### src/rtl/alu8_pkg.sv
package alu8_pkg;

   typedef enum logic [3:0] {
      OP_INC  = 4'd0,
      OP_DEC  = 4'd1,
      OP_ADD  = 4'd2,
      OP_ADC  = 4'd3,
      OP_SUB  = 4'd4,
      OP_SBC  = 4'd5,
      OP_ADDW = 4'd6,
      OP_SPOF = 4'd7
   } alu_op_e;

   localparam int FLAG_W = 4;
   localparam int OP_W   = 4;

   typedef struct packed {
      logic z;
      logic n;
      logic h;
      logic c;
   } flags_t;

   localparam flags_t WE_NONE  = flags_t'(4'b0000);
   localparam flags_t WE_ALL   = flags_t'(4'b1111);
   localparam flags_t WE_NO_C  = flags_t'(4'b1110);
   localparam flags_t WE_NO_Z  = flags_t'(4'b0111);

endpackage

### src/rtl/alu8_nib_add.sv
module alu8_nib_add #(
   parameter int W         = 8,
   parameter int SPLIT_AT  = 4,
   parameter bit CHAIN_ADD = 1'b1
) (
   input  logic [W-1:0] x,
   input  logic [W-1:0] y,
   input  logic         cin,
   output logic [W-1:0] sum,
   output logic         c_mid,
   output logic         c_out
);

   localparam int HI_W = W - SPLIT_AT;

   if (SPLIT_AT < 1 || SPLIT_AT >= W) begin : g_bad_split
      $error("alu8_nib_add: SPLIT_AT must lie inside the word");
   end

   if (CHAIN_ADD) begin : g_chain
      logic [SPLIT_AT:0] lo;
      logic [HI_W:0]     hi;

      assign lo = {1'b0, x[SPLIT_AT-1:0]} + {1'b0, y[SPLIT_AT-1:0]}
                + {{SPLIT_AT{1'b0}}, cin};
      assign hi = {1'b0, x[W-1:SPLIT_AT]} + {1'b0, y[W-1:SPLIT_AT]}
                + {{HI_W{1'b0}}, lo[SPLIT_AT]};

      assign sum   = {hi[HI_W-1:0], lo[SPLIT_AT-1:0]};
      assign c_mid = lo[SPLIT_AT];
      assign c_out = hi[HI_W];
   end else begin : g_flat
      logic [W:0] full;

      assign full  = {1'b0, x} + {1'b0, y} + {{W{1'b0}}, cin};
      assign sum   = full[W-1:0];
      assign c_out = full[W];
      // carry into the split bit recovered from the sum bit parity
      assign c_mid = x[SPLIT_AT] ^ y[SPLIT_AT] ^ full[SPLIT_AT];
   end

endmodule

### src/rtl/alu8_byte_unit.sv
module alu8_byte_unit
   import alu8_pkg::*;
#(
   parameter int DW        = 8,
   parameter bit CHAIN_ADD = 1'b1
) (
   input  alu_op_e       op,
   input  logic [DW-1:0] a,
   input  logic [DW-1:0] b,
   input  logic          cin,
   output logic [DW-1:0] res,
   output flags_t        fl,
   output flags_t        we,
   output logic          hit
);

   localparam int NW = DW / 2;

   logic [DW-1:0] y;
   logic          ci;
   logic          h_inv;
   logic          c_inv;
   logic          n_val;
   logic [DW-1:0] sum;
   logic          c_mid;
   logic          c_out;

   always_comb begin
      y     = '0;
      ci    = 1'b0;
      h_inv = 1'b0;
      c_inv = 1'b0;
      n_val = 1'b0;
      we    = WE_NONE;
      hit   = 1'b1;
      case (op)
         OP_INC: begin
            ci = 1'b1;
            we = WE_NO_C;
         end
         OP_DEC: begin
            y     = '1;
            h_inv = 1'b1;
            c_inv = 1'b1;
            n_val = 1'b1;
            we    = WE_NO_C;
         end
         OP_ADD: begin
            y  = b;
            we = WE_ALL;
         end
         OP_ADC: begin
            y  = b;
            ci = cin;
            we = WE_ALL;
         end
         OP_SUB: begin
            y     = ~b;
            ci    = 1'b1;
            h_inv = 1'b1;
            c_inv = 1'b1;
            n_val = 1'b1;
            we    = WE_ALL;
         end
         OP_SBC: begin
            y     = ~b;
            ci    = ~cin;
            h_inv = 1'b1;
            c_inv = 1'b1;
            n_val = 1'b1;
            we    = WE_ALL;
         end
         default: hit = 1'b0;
      endcase
   end

   alu8_nib_add #(
      .W         (DW),
      .SPLIT_AT  (NW),
      .CHAIN_ADD (CHAIN_ADD)
   ) u_add (
      .x     (a),
      .y     (y),
      .cin   (ci),
      .sum   (sum),
      .c_mid (c_mid),
      .c_out (c_out)
   );

   assign res  = sum;
   assign fl.z = (sum == '0);
   assign fl.n = n_val;
   assign fl.h = c_mid ^ h_inv;
   assign fl.c = c_out ^ c_inv;

endmodule

### src/rtl/alu8_wide_unit.sv
module alu8_wide_unit
   import alu8_pkg::*;
#(
   parameter int DW        = 8,
   parameter int WW        = 16,
   parameter bit CHAIN_ADD = 1'b1
) (
   input  alu_op_e       op,
   input  logic [WW-1:0] wa,
   input  logic [WW-1:0] wb,
   input  logic [DW-1:0] ofs,
   output logic [WW-1:0] res,
   output flags_t        fl,
   output flags_t        we,
   output logic          hit
);

   localparam int NW     = DW / 2;
   localparam int WSPLIT = WW - NW;
   localparam int EXT_W  = WW - DW;

   logic [WW-1:0]    w_sum;
   logic             w_mid;
   logic             w_out;
   logic [DW-1:0]    lo_sum;
   logic             lo_mid;
   logic             lo_out;
   logic [EXT_W-1:0] hi_sum;

   alu8_nib_add #(
      .W         (WW),
      .SPLIT_AT  (WSPLIT),
      .CHAIN_ADD (CHAIN_ADD)
   ) u_wide_add (
      .x     (wa),
      .y     (wb),
      .cin   (1'b0),
      .sum   (w_sum),
      .c_mid (w_mid),
      .c_out (w_out)
   );

   alu8_nib_add #(
      .W         (DW),
      .SPLIT_AT  (NW),
      .CHAIN_ADD (CHAIN_ADD)
   ) u_low_add (
      .x     (wa[DW-1:0]),
      .y     (ofs),
      .cin   (1'b0),
      .sum   (lo_sum),
      .c_mid (lo_mid),
      .c_out (lo_out)
   );

   // upper part: sign extension of the offset plus the low-byte carry
   assign hi_sum = wa[WW-1:DW] + {EXT_W{ofs[DW-1]}} + {{(EXT_W-1){1'b0}}, lo_out};

   always_comb begin
      res = wa;
      fl  = flags_t'(4'b0000);
      we  = WE_NONE;
      hit = 1'b1;
      case (op)
         OP_ADDW: begin
            res  = w_sum;
            fl.h = w_mid;
            fl.c = w_out;
            we   = WE_NO_Z;
         end
         OP_SPOF: begin
            res  = {hi_sum, lo_sum};
            fl.h = lo_mid;
            fl.c = lo_out;
            we   = WE_ALL;
         end
         default: hit = 1'b0;
      endcase
   end

endmodule

### src/rtl/alu8_core.sv
module alu8_core
   import alu8_pkg::*;
#(
   parameter int DATA_W    = 8,
   parameter int WIDE_W    = 16,
   parameter bit CHAIN_ADD = 1'b1
) (
   input  logic [OP_W-1:0]   op_i,
   input  logic [DATA_W-1:0] a_i,
   input  logic [DATA_W-1:0] b_i,
   input  logic [WIDE_W-1:0] wa_i,
   input  logic [WIDE_W-1:0] wb_i,
   input  logic [DATA_W-1:0] ofs_i,
   input  logic [FLAG_W-1:0] flags_i,
   output logic [DATA_W-1:0] res8_o,
   output logic [WIDE_W-1:0] res16_o,
   output logic [FLAG_W-1:0] flags_o,
   output logic [FLAG_W-1:0] flag_we_o
);

   if (DATA_W < 4 || (DATA_W % 2) != 0) begin : g_bad_data_w
      $error("alu8_core: DATA_W must be even and at least 4");
   end
   if (WIDE_W != 2 * DATA_W) begin : g_bad_wide_w
      $error("alu8_core: WIDE_W must be twice DATA_W");
   end

   alu_op_e             op;
   logic [DATA_W-1:0]   b_res;
   flags_t              b_fl;
   flags_t              b_we;
   logic                b_hit;
   logic [WIDE_W-1:0]   w_res;
   flags_t              w_fl;
   flags_t              w_we;
   logic                w_hit;
   flags_t              sel_fl;
   flags_t              sel_we;

   assign op = alu_op_e'(op_i);

   alu8_byte_unit #(
      .DW        (DATA_W),
      .CHAIN_ADD (CHAIN_ADD)
   ) u_byte (
      .op  (op),
      .a   (a_i),
      .b   (b_i),
      .cin (flags_i[0]),
      .res (b_res),
      .fl  (b_fl),
      .we  (b_we),
      .hit (b_hit)
   );

   alu8_wide_unit #(
      .DW        (DATA_W),
      .WW        (WIDE_W),
      .CHAIN_ADD (CHAIN_ADD)
   ) u_wide (
      .op  (op),
      .wa  (wa_i),
      .wb  (wb_i),
      .ofs (ofs_i),
      .res (w_res),
      .fl  (w_fl),
      .we  (w_we),
      .hit (w_hit)
   );

   always_comb begin
      if (b_hit) begin
         sel_fl = b_fl;
         sel_we = b_we;
      end else if (w_hit) begin
         sel_fl = w_fl;
         sel_we = w_we;
      end else begin
         sel_fl = flags_t'(4'b0000);
         sel_we = WE_NONE;
      end
   end

   assign res8_o    = b_hit ? b_res : a_i;
   assign res16_o   = w_hit ? w_res : wa_i;
   assign flag_we_o = sel_we;
   assign flags_o   = (sel_we & sel_fl) | (~sel_we & flags_i);

endmodule

### config.mk
export PLATFORM = sky130hd
export DESIGN_NAME = alu8_core
export DESIGN_NICKNAME = d
export VERILOG_FILES = /design/src/rtl/alu8_pkg.sv /design/src/rtl/alu8_nib_add.sv /design/src/rtl/alu8_byte_unit.sv /design/src/rtl/alu8_wide_unit.sv /design/src/rtl/alu8_core.sv
export SDC_FILE = /design/constraint.sdc
export NUM_CORES = 1
export LEC_CHECK = 0
export BUFFER_PORTS_ARGS = -buffer_cell sky130_fd_sc_hd__clkbuf_2
export CORE_ASPECT_RATIO = 0.9
export CORE_MARGIN = 2
export CORE_UTILIZATION = 45
export DETAILED_ROUTE_END_ITERATION = 7
export GPL_TIMING_DRIVEN = 0
export PLACE_DENSITY = 0.76
export SYNTH_ARGS = -nofsm -noshare
export SYNTH_HDL_FRONTEND = slang
export SYNTH_SLANG_ARGS = --single-unit
### constraint.sdc
create_clock -name vclk -period 5.89
set_input_delay 0.8835 -clock vclk [all_inputs]
set_output_delay 0.8835 -clock vclk [all_outputs]
set_load 0.01 [all_outputs]
==> results of run 1 <==
-- path summary, 6_finish.rpt --
| path | depth (start not counted) | endpoint | from | slack (ps) |
|---|---|---|---|---|
| max | 21 | res16_o[15] | wa_i[0] | 300 |
| min | 4 | res8_o[0] | a_i[0] | 2080 |
-- report_power, final --
group          total, uW  switching [uW]  internal [uW]  leakage (uW)
Sequential             0               0              0             0
Combinational        268             148            120       0.00145
Clock                  0               0              0             0
Total                268             148            120       0.00145
-- logic make-up (layout without fill, tap and decap cells) --
group	count (synthesis)	after routing	share of synthesized area, %
compound gates	106	106	32.1
simple gates	97	97	21.0
fa+ha+maj	46	46	30.5
buf+inv	34	126	6.02
xor+xnor	20	20	8.03
mux	5	5	2.35
-- area by class of cell --
cell class,instances,area [sq um]
multi-input cells,274,2050
fillers,495,2020
repair buffers,93,465
well taps,65,81.3
inverters,20,75.1
plain buffers,13,56.3
-- cell usage in the layout (no fill, tap or decap), drive strengths merged, types with 2 or more instances in the layout --
master   instances
o2bb2ai          2
inv             20
fa              12
o221ai           2
nor3             5
nor2            26
o211ai           2
clkbuf         104
a211oi           7
o21ai           28
a31oi            3
a221o            3
buf              2
a21oi           27
mux2i            4
o211a            4
nand3            5
a21o            11
nor2b           11
ha              34
nand4            4
xnor2            8
xor2            12
nand2           34
nand2b           4
o21bai           2
o21a             7
a311oi           2
nor3b            2
-- through the flow --
| stage | utilization [%] | hold slack (ps) |
|---|---|---|
| floorplan | - | 1880 |
| global placement | 57.5 | 2070 |
| detailed placement | 57.5 | 2070 |
| CTS | 57.5 | 2070 |
| global route | 57.5 | 2110 |
| finish | 57.5 | 2080 |
-- what timing repair did --
| action | CTS | global route |
|---|---|---|
| endpoints found under the hold margin | 0 | 0 |
| endpoints found under the setup margin | 0 | 2 |
| hold buffers | 0 | 0 |
| setup buffers | 0 | 0 |
| gates resized for setup | 0 | 6 |
-- critical path, stage by stage --
cell and delay, ps:
clkbuf_2 100, ha_1 210, inv_1 80, fa_1 210, nor2b_1 60, o21ai_0 140, nand2b_1 140, fa_1 410
inv_1 80, fa_1 180, nor2b_1 60, o21ai_0 150, nand2b_1 130, fa_1 400, a21oi_1 150, nor2b_1 80
a311oi_1 440, o2bb2ai_1 230, o221ai_1 170, nor3_1 240, clkbuf_2 170
-- layer usage --
metal / wire length [um] / vias to the layer above / share of wire (%) / GRT usage, %
li1: - / 1299 / - / -
met1: 2950 / 1165 / 47 / 30.9
met2: 2950 / 91 / 47 / 40.2
met3: 301 / 6 / 4.8 / 1.03
met4: 51 / 0 / 0.82 / 4.37
met5: 0 / - / 0 / 0
==> qor.txt, run 1 <==
GP Congestion: 0.881
pwr dens: 98.2 nW/um^2
Worst EP required: 5010 ps
Die Height: 70.0 um
Reg area: 0 sq um
Startpoint Class: input pin
cell row count: 24
syn avg cell area: 7.08 sq um
fin cells: 465
TNS Setup: 0 ps
Post-Syn Area: 2180 sq um
most common library cells after synthesis: ha_1, nand2_1, o21ai_0, a21oi_1, nor2_1
Synth area leaders: ha_1, fa_1, o21ai_0, a21oi_1, nand2_1
num ports: 96
Tot Pwr: 268 uW
Pleak: 0.00145 uW
Die ar.: 5420 sq um
initial drt markers: 142
post-detail-place hpwl: 5350 um
core area: 4740 sq um
status: finished clean
Synth cell types: 45
first-pass GRT wire length: 10,500 um
RSZ-0062 raised after global routing: false
FMAX: 0.179 GHz
final hold violations: 0
Mapped Nets: 418
fin crit period: 5590 ps
WL/cell: 13.5 um
Die Span X: 77.4 um
GRT Util Overall: 22.7%
Post-Syn Instances: 308
I/O Buffers: 93
CP Class: input pin to primary output
clock buffers: 0
final worst slack: 296 ps
Seq/Total Area, Yosys: 0%
Max-Cap Viols: 0
via count: 2,561
Final #Nets: 512
Area Growth Syn to Fin: 25.1%
Slew HR: 64.3%
peak supply drop: 0.0439 mV
WP data arrival: 4710 ps
Routed WL: 6260 um
post-synth top area cell: ha_1
largest net degree at the start of global routing: 13
Overflow after GRT: 0
Initial Utilization: 46.0%
antenna-violating nets left: 0
Hold Path Class: input pin to primary output
Setup-failing EPs final: 0
crit-path max FO: 3
Place WS: 54.5 ps
Ant. Diodes: 0
post-route cell area: 2730 sq um
Worst-Margin Slew: 534 ps
Synth top area share: 19.5%
Seq Cell Count: 0
initial antenna violation count: 0
Cell Area, Placed: 2730 sq um
Final Cycle Share: 95.0%
Pins Over Slew Limit: 0
vias in the first global route: 2,474
placed cells: 466
Ys Warns: 0
Critical Path Sink Type: primary output
layout cells sized above 1: 26.0%
DRC: 0
Vias/cell: 5.51
drt first pass iters: 5
(Power assumes the default switching activity.)
==> run 2, diff against run 1 <==
--- a/config.mk
+++ b/config.mk
@@ -5,13 +5,14 @@
 export SDC_FILE = /design/constraint.sdc
 export NUM_CORES = 1
 export LEC_CHECK = 0
-export BUFFER_PORTS_ARGS = -buffer_cell sky130_fd_sc_hd__clkbuf_2
+export ABC_AREA = 1
 export CORE_ASPECT_RATIO = 0.9
 export CORE_MARGIN = 2
 export CORE_UTILIZATION = 45
 export DETAILED_ROUTE_END_ITERATION = 7
+export DONT_BUFFER_PORTS = 1
 export GPL_TIMING_DRIVEN = 0
-export PLACE_DENSITY = 0.76
+export PLACE_DENSITY = 0.59
 export SYNTH_ARGS = -nofsm -noshare
 export SYNTH_HDL_FRONTEND = slang
 export SYNTH_SLANG_ARGS = --single-unit
==> run 2 against run 1 <==
- setup slack improved by 700 ps
- non-clock buffer count decreased by 99
- core utilization decreased by 9.1 points
==> qor.txt, run 2 <==
RSZ-0062 raised after global routing: false
fin cells: 494 (+6.2%)
pwr dens: 86.4 nW/um^2 (-12%)
initial antenna violation count: 0 (unchanged)
Final #Nets: 539 (+5.3%)
Filler cells: 597 (+21%)
vias in the first global route: 2,399 (-3.0%)
Vias/cell: 5.43 (-1.5%)
crit-path most repeated cell: inv_1
fin crit period: 4890 ps (-700 ps)
drt first pass iters: 4 (-1)
Post-Syn Instances: 427 (+39%)
syn avg cell area: 5.76 sq um (-19%)
final hold violations: 0 (unchanged)
status: finished clean
most frequent cells in the layout: nand2_1, inv_1, nand3_1, ha_1, nor2_1
Reg area: 0 sq um (unchanged)
Synth top area share: 22.1% (+2.6 points)
most frequent cell after synthesis: nand2_1
Critical Path Sink Type: primary output
Overflow after GRT: 0 (unchanged)
Cell Area, Placed: 2540 sq um (-6.8%)
Worst EP required: 5010 ps (about the same)
largest net degree at the start of global routing: 11 (-2)
most common library cells after synthesis: nand2_1, inv_1, nand3_1, ha_1, nor2_1
Seq Cell Count: 0 (unchanged)
Routed WL: 6730 um (+7.5%)
Setup-failing EPs final: 0 (unchanged)
via count: 2,681 (+4.7%)
antenna-violating nets left: 0 (unchanged)
core area: 5260 sq um (+11%)
Ys Warns: 0 (unchanged)
Pleak: 0.00141 uW (-2.6%)
Multi-input gate area: 2130 sq um (+4.1%)
post-route cell area: 2540 sq um (-6.8%)
Crit-path slowest cell: fa_1
clock buffers: 0 (unchanged)
crit-path max FO: 3 (unchanged)
Synth cell types: 38 (-16%)
Synth area leaders: nand2_1, ha_1, inv_1, fa_1, nand3_1
peak supply drop: 0.0375 mV (-15%)
Die Span X: 81.9 um (+5.9%)
Resized cells post-CTS: 0 (unchanged)
DRC: 0 (unchanged)
GP Congestion: 0.882 (about the same)
Final Cycle Share: 83.1% (-12 points)
cell row count: 25 (+4.2%)
Worst-Margin Slew: 496 ps (-37.7 ps)
Ant. Diodes: 0 (unchanged)
CP max stage delay: 420 ps (-20 ps)
I/O Buffers: 0 (-100%)
Mapped Nets: 537 (+28%)
Die Height: 74.1 um (+5.8%)
WP data arrival: 4010 ps (-700 ps)
Slew HR: 66.6% (+2.3 points)
final hold slack: 1830 ps (-247 ps)
initial drt markers: 110 (-23%)
Post-Syn Area: 2460 sq um (+13%)
Hold Path Class: input pin to primary output
Compound-Gate Fraction of Synth Area: 14.5% (-18 points)
hold buffers post-CTS: 0 (unchanged)
crit path cell chain: ha_1 > inv_1 > fa_1 > inv_1 > a21oi_1 > o21bai_1 > fa_1 > inv_1 > fa_1 > inv_1 > nand3_1 > nand2_1 > fa_1 > inv_1 > fa_1 > inv_1 > nand4_1 > nand3_1 > nand2_1 > nand3_1 > nand2_1
num ports: 96 (unchanged)
multiplexer area fraction after synthesis: 0% (-2.4 points)
Area Growth Syn to Fin: 3.41%
CP Class: input pin to primary output
Pins Over Slew Limit: 0 (unchanged)
Post-Synth XOR/XNOR Area: 2.85% (-5.2 points)
TNS Setup: 0 ps (unchanged)
first-pass GRT wire length: 10,800 um (+2.4%)
Post-Synth Simple-Gate Area: 42.4% (+21 points)
Startpoint Class: input pin
Max-Cap Viols: 0 (unchanged)
WL/cell: 13.6 um (+1.2%)
post-synth top area cell: nand2_1
Die ar.: 6070 sq um (+12%)
post-detail-place hpwl: 5830 um (+9.0%)
commonest non-fill, non-tap cell in the layout: nand2_1
Seq/Total Area, Yosys: 0% (unchanged)
placed cells: 494 (+6.0%)
layout cells sized above 1: 6.09% (-20 points)
GRT Util Overall: 22.0% (-0.71 points)
largest family of logic cells by synthesized area: simple AND/OR/NAND/NOR gates
Setup Fix Bufs, Post-CTS: 0 (unchanged)
Synth Area in Adders: 27.1% (-3.4 points)
Initial Utilization: 46.8% (+0.82 points)
FMAX: 0.204 GHz (+14%)
run 2: per-layer routing:
metal  vias up  track usage [%]  part of all wire, %
met2        68             40.4                   49
met3         0             1.46                  5.1
met4         0            0.926                    0
li1       1403                -                    -
met1      1210             29.9                   45
met5         -                0                    0
run 2: stage by stage:
step	util (%)	total power [uW]	setup WS [ps]
2_1_floorplan	-	181	1320
3_3_place_gp	48.4	215	991
3_5_place_dp	48.4	219	979
4_1_cts	48.4	220	974
5_1_grt	48.4	253	636
6_report	48.4	220	996
run 2: layout make-up:
type | count | area share (%)
multi-input cells | 349 | 83.9
inverters | 71 | 10.5
well taps | 67 | 3.30
plain buffers | 7 | 2.31
run 2: power breakdown:
group | internal (uW) | switching, uW | total, uW
Sequential | 0 | 0 | 0
Combinational | 83.1 | 137 | 220
Clock | 0 | 0 | 0
run 2: kinds of logic after synthesis:
| family | after synthesis |
|---|---|
| AOI/OAI and AO/OA | 56 |
| xor gates and xnor gates | 8 |
| adders and majority gates | 46 |
| buffers and inverters | 78 |
| and+or+nand+nor | 239 |
run 2: worst paths after layout:
kind / from / endpoint / slack (ps) / cells past startpoint
worst max-delay path: wa_i[0] / res16_o[14] / 1000 / 21
worst min-delay path: op_i[3] / flag_we_o[1] / 1830 / 1
run 2: worst max-delay path, delay by kind of cell:
kind / cells / cell delay (ps)
fa+ha+maj: 6 / 1830
compound gates: 2 / 290
simple gates: 7 / 610
buf+inv: 6 / 400
==> run 3, diff against run 2 <==
==> constraint.sdc (replaced) <==
create_clock -name vclk -period 4.9
set_input_delay 0.735 -clock vclk [all_inputs]
set_output_delay 0.735 -clock vclk [all_outputs]
set_load 0.01 [all_outputs]
==> run 3 against run 2 <==
- count of clock-buffer cells in the layout unchanged
- core utilization rose by 0.071 points
- largest cell class unchanged
- first-iteration DRC count is 11% higher
- routed wire length down 0.43%
- global-route usage did not move
- non-clock buffer count unchanged
- combinational power up 20%
- total power rose by 20%
- critical path type unchanged
==> qor.txt, run 3 (synthesized netlist as in run 2, its figures left out) <==
status: finished clean
crit path cell chain: ha_1 > inv_1 > fa_1 > inv_1 > a21oi_1 > o21bai_2 > fa_1 > inv_1 > fa_1 > inv_1 > nand3_1 > nand2_1 > fa_1 > inv_1 > fa_1 > inv_1 > nand4_1 > nand3_1 > nand2_1 > nand3_1 > nand2_1
antenna-violating nets left: 0 (unchanged)
drt first pass iters: 6 (+2)
Vias/cell: 5.43 (about the same)
Die Height: 74.1 um (unchanged)
I/O Buffers: 0 (unchanged)
CP max stage delay: 420 ps (about the same)
Die Span X: 81.9 um (unchanged)
Area Growth Syn to Fin: 3.56%
Multi-input gate area: 2140 sq um (+0.18%)
GP Congestion: 0.882 (unchanged)
TNS Setup: 0 ps (unchanged)
pwr dens: 104 nW/um^2 (+20%)
Critical Path Sink Type: primary output
clock buffers: 0 (unchanged)
DRT met1 WL: 3030 um (-1.0%)
initial drt markers: 122 (+11%)
CP Class: input pin to primary output
hold wc startpoint: op_i[3]
FMAX: 0.221 GHz
Crit-path slowest cell: fa_1
fin cells: 494 (unchanged)
hold path depth: 1 (unchanged)
Startpoint Class: input pin
fin crit period: 4520 ps
GRT Util Overall: 22.0% (unchanged)
commonest non-fill, non-tap cell in the layout: nand2_1
Final #Nets: 539 (unchanged)
hold buffers post-CTS: 0 (unchanged)
Final Cycle Share: 92.2%
Worst-Margin Slew: 496 ps (-0.00119 ps)
crit-path max FO: 3 (unchanged)
most frequent cells in the layout: nand2_1, inv_1, nand3_1, ha_1, nor2_1
Filler cells: 598 (+0.17%)
Slew HR: 66.6% (about the same)
Pleak: 0.00142 uW (+0.22%)
Hold Path Class: input pin to primary output
largest net degree at the start of global routing: 11 (unchanged)
Min-Delay Endpoint: flag_we_o[1]
met2 wire length: 3330 um (-0.12%)
Ant. Diodes: 0 (unchanged)
WP data arrival: 3780 ps (-230 ps)
Worst EP required: 4160 ps (-850 ps)
Pins Over Slew Limit: 0 (unchanged)
Routed WL: 6700 um (-0.43%)
top sig layer: met3
met3 WL post-DR: 346 um (+1.8%)
placed cells: 494 (unchanged)
Reg area: 0 sq um (unchanged)
num ports: 96 (unchanged)
Buf/Inv on CP: 6 (unchanged)
post-detail-place hpwl: 5830 um (unchanged)
Overflow after GRT: 0 (unchanged)
WL/cell: 13.6 um (-0.43%)
first-pass GRT wire length: 10,800 um (unchanged)
Largest delay share family, worst path: adder cells
initial antenna violation count: 0 (unchanged)
vias in the first global route: 2,399 (unchanged)
Setup-failing EPs final: 0 (unchanged)
cell row count: 25 (unchanged)
crit-path most repeated cell: inv_1
layout cells sized above 1: 6.32% (+0.23 points)
via count: 2,680 (-0.037%)
peak supply drop: 0.0451 mV (+20%)
core area: 5260 sq um (unchanged)
Seq Cell Count: 0 (unchanged)
DRC: 0 (unchanged)
Initial Utilization: 46.8% (unchanged)
RSZ-0062 raised after global routing: false
final hold violations: 0 (unchanged)
Max-Cap Viols: 0 (unchanged)
Die ar.: 6070 sq um (unchanged)
## run 3: cell counts in the layout (fill, tap and decap cells not counted)
No cell type changed its count.
## run 3: cell type report
class                      instances  area share (%)
buffer                             7            2.31
inverter                          71            10.5
tap                               67            3.29
multi-input combinational        349            83.9
## run 3: timing repair
action,in CTS,in global routing
gates resized for setup,0,1
setup buffers,0,0
setup endpoints to repair,0,1
## run 3: worst max-delay path by stage
| stage | startpoint | endpoint | slack, ps | cells after the start |
|---|---|---|---|---|
| after global placement | wa_i[0] | res16_o[14] | 300 | 21 |
| after CTS | wa_i[0] | res16_o[14] | 280 | 21 |
| after detailed placement | wa_i[0] | res16_o[14] | 290 | 21 |
| final | wa_i[0] | res16_o[14] | 380 | 21 |
| after floorplan | wa_i[0] | res16_o[14] | 630 | 21 |
| after global routing | wa_i[0] | res16_o[14] | 50 | 21 |
## run 3: per-stage QoR
stage	hold slack, ps	worst slack [ps]	power (uW)	cell area (sq um)	util, %
2_1_floorplan	1520	629	217	2460	-
3_3_place_gp	1530	298	259	2540	48.4
3_5_place_dp	1530	286	263	2540	48.4
4_1_cts	1530	281	264	2540	48.4
5_1_grt	1540	49.5	305	2550	48.5
6_report	1540	384	264	2550	48.5
## run 3: power by group
part | total [uW] | internal, uW | leakage, uW | switching (uW)
Combinational | 264 | 100 | 0.00142 | 164
Clock | 0 | 0 | 0 | 0
Sequential | 0 | 0 | 0 | 0
## run 3: per-layer routing
layer | up-vias | GRT usage [%]
met5 | - | 0
met1 | 1203 | 29.9
li1 | 1403 | -
met3 | 0 | 1.46
met2 | 74 | 40.4
met4 | 0 | 0.926
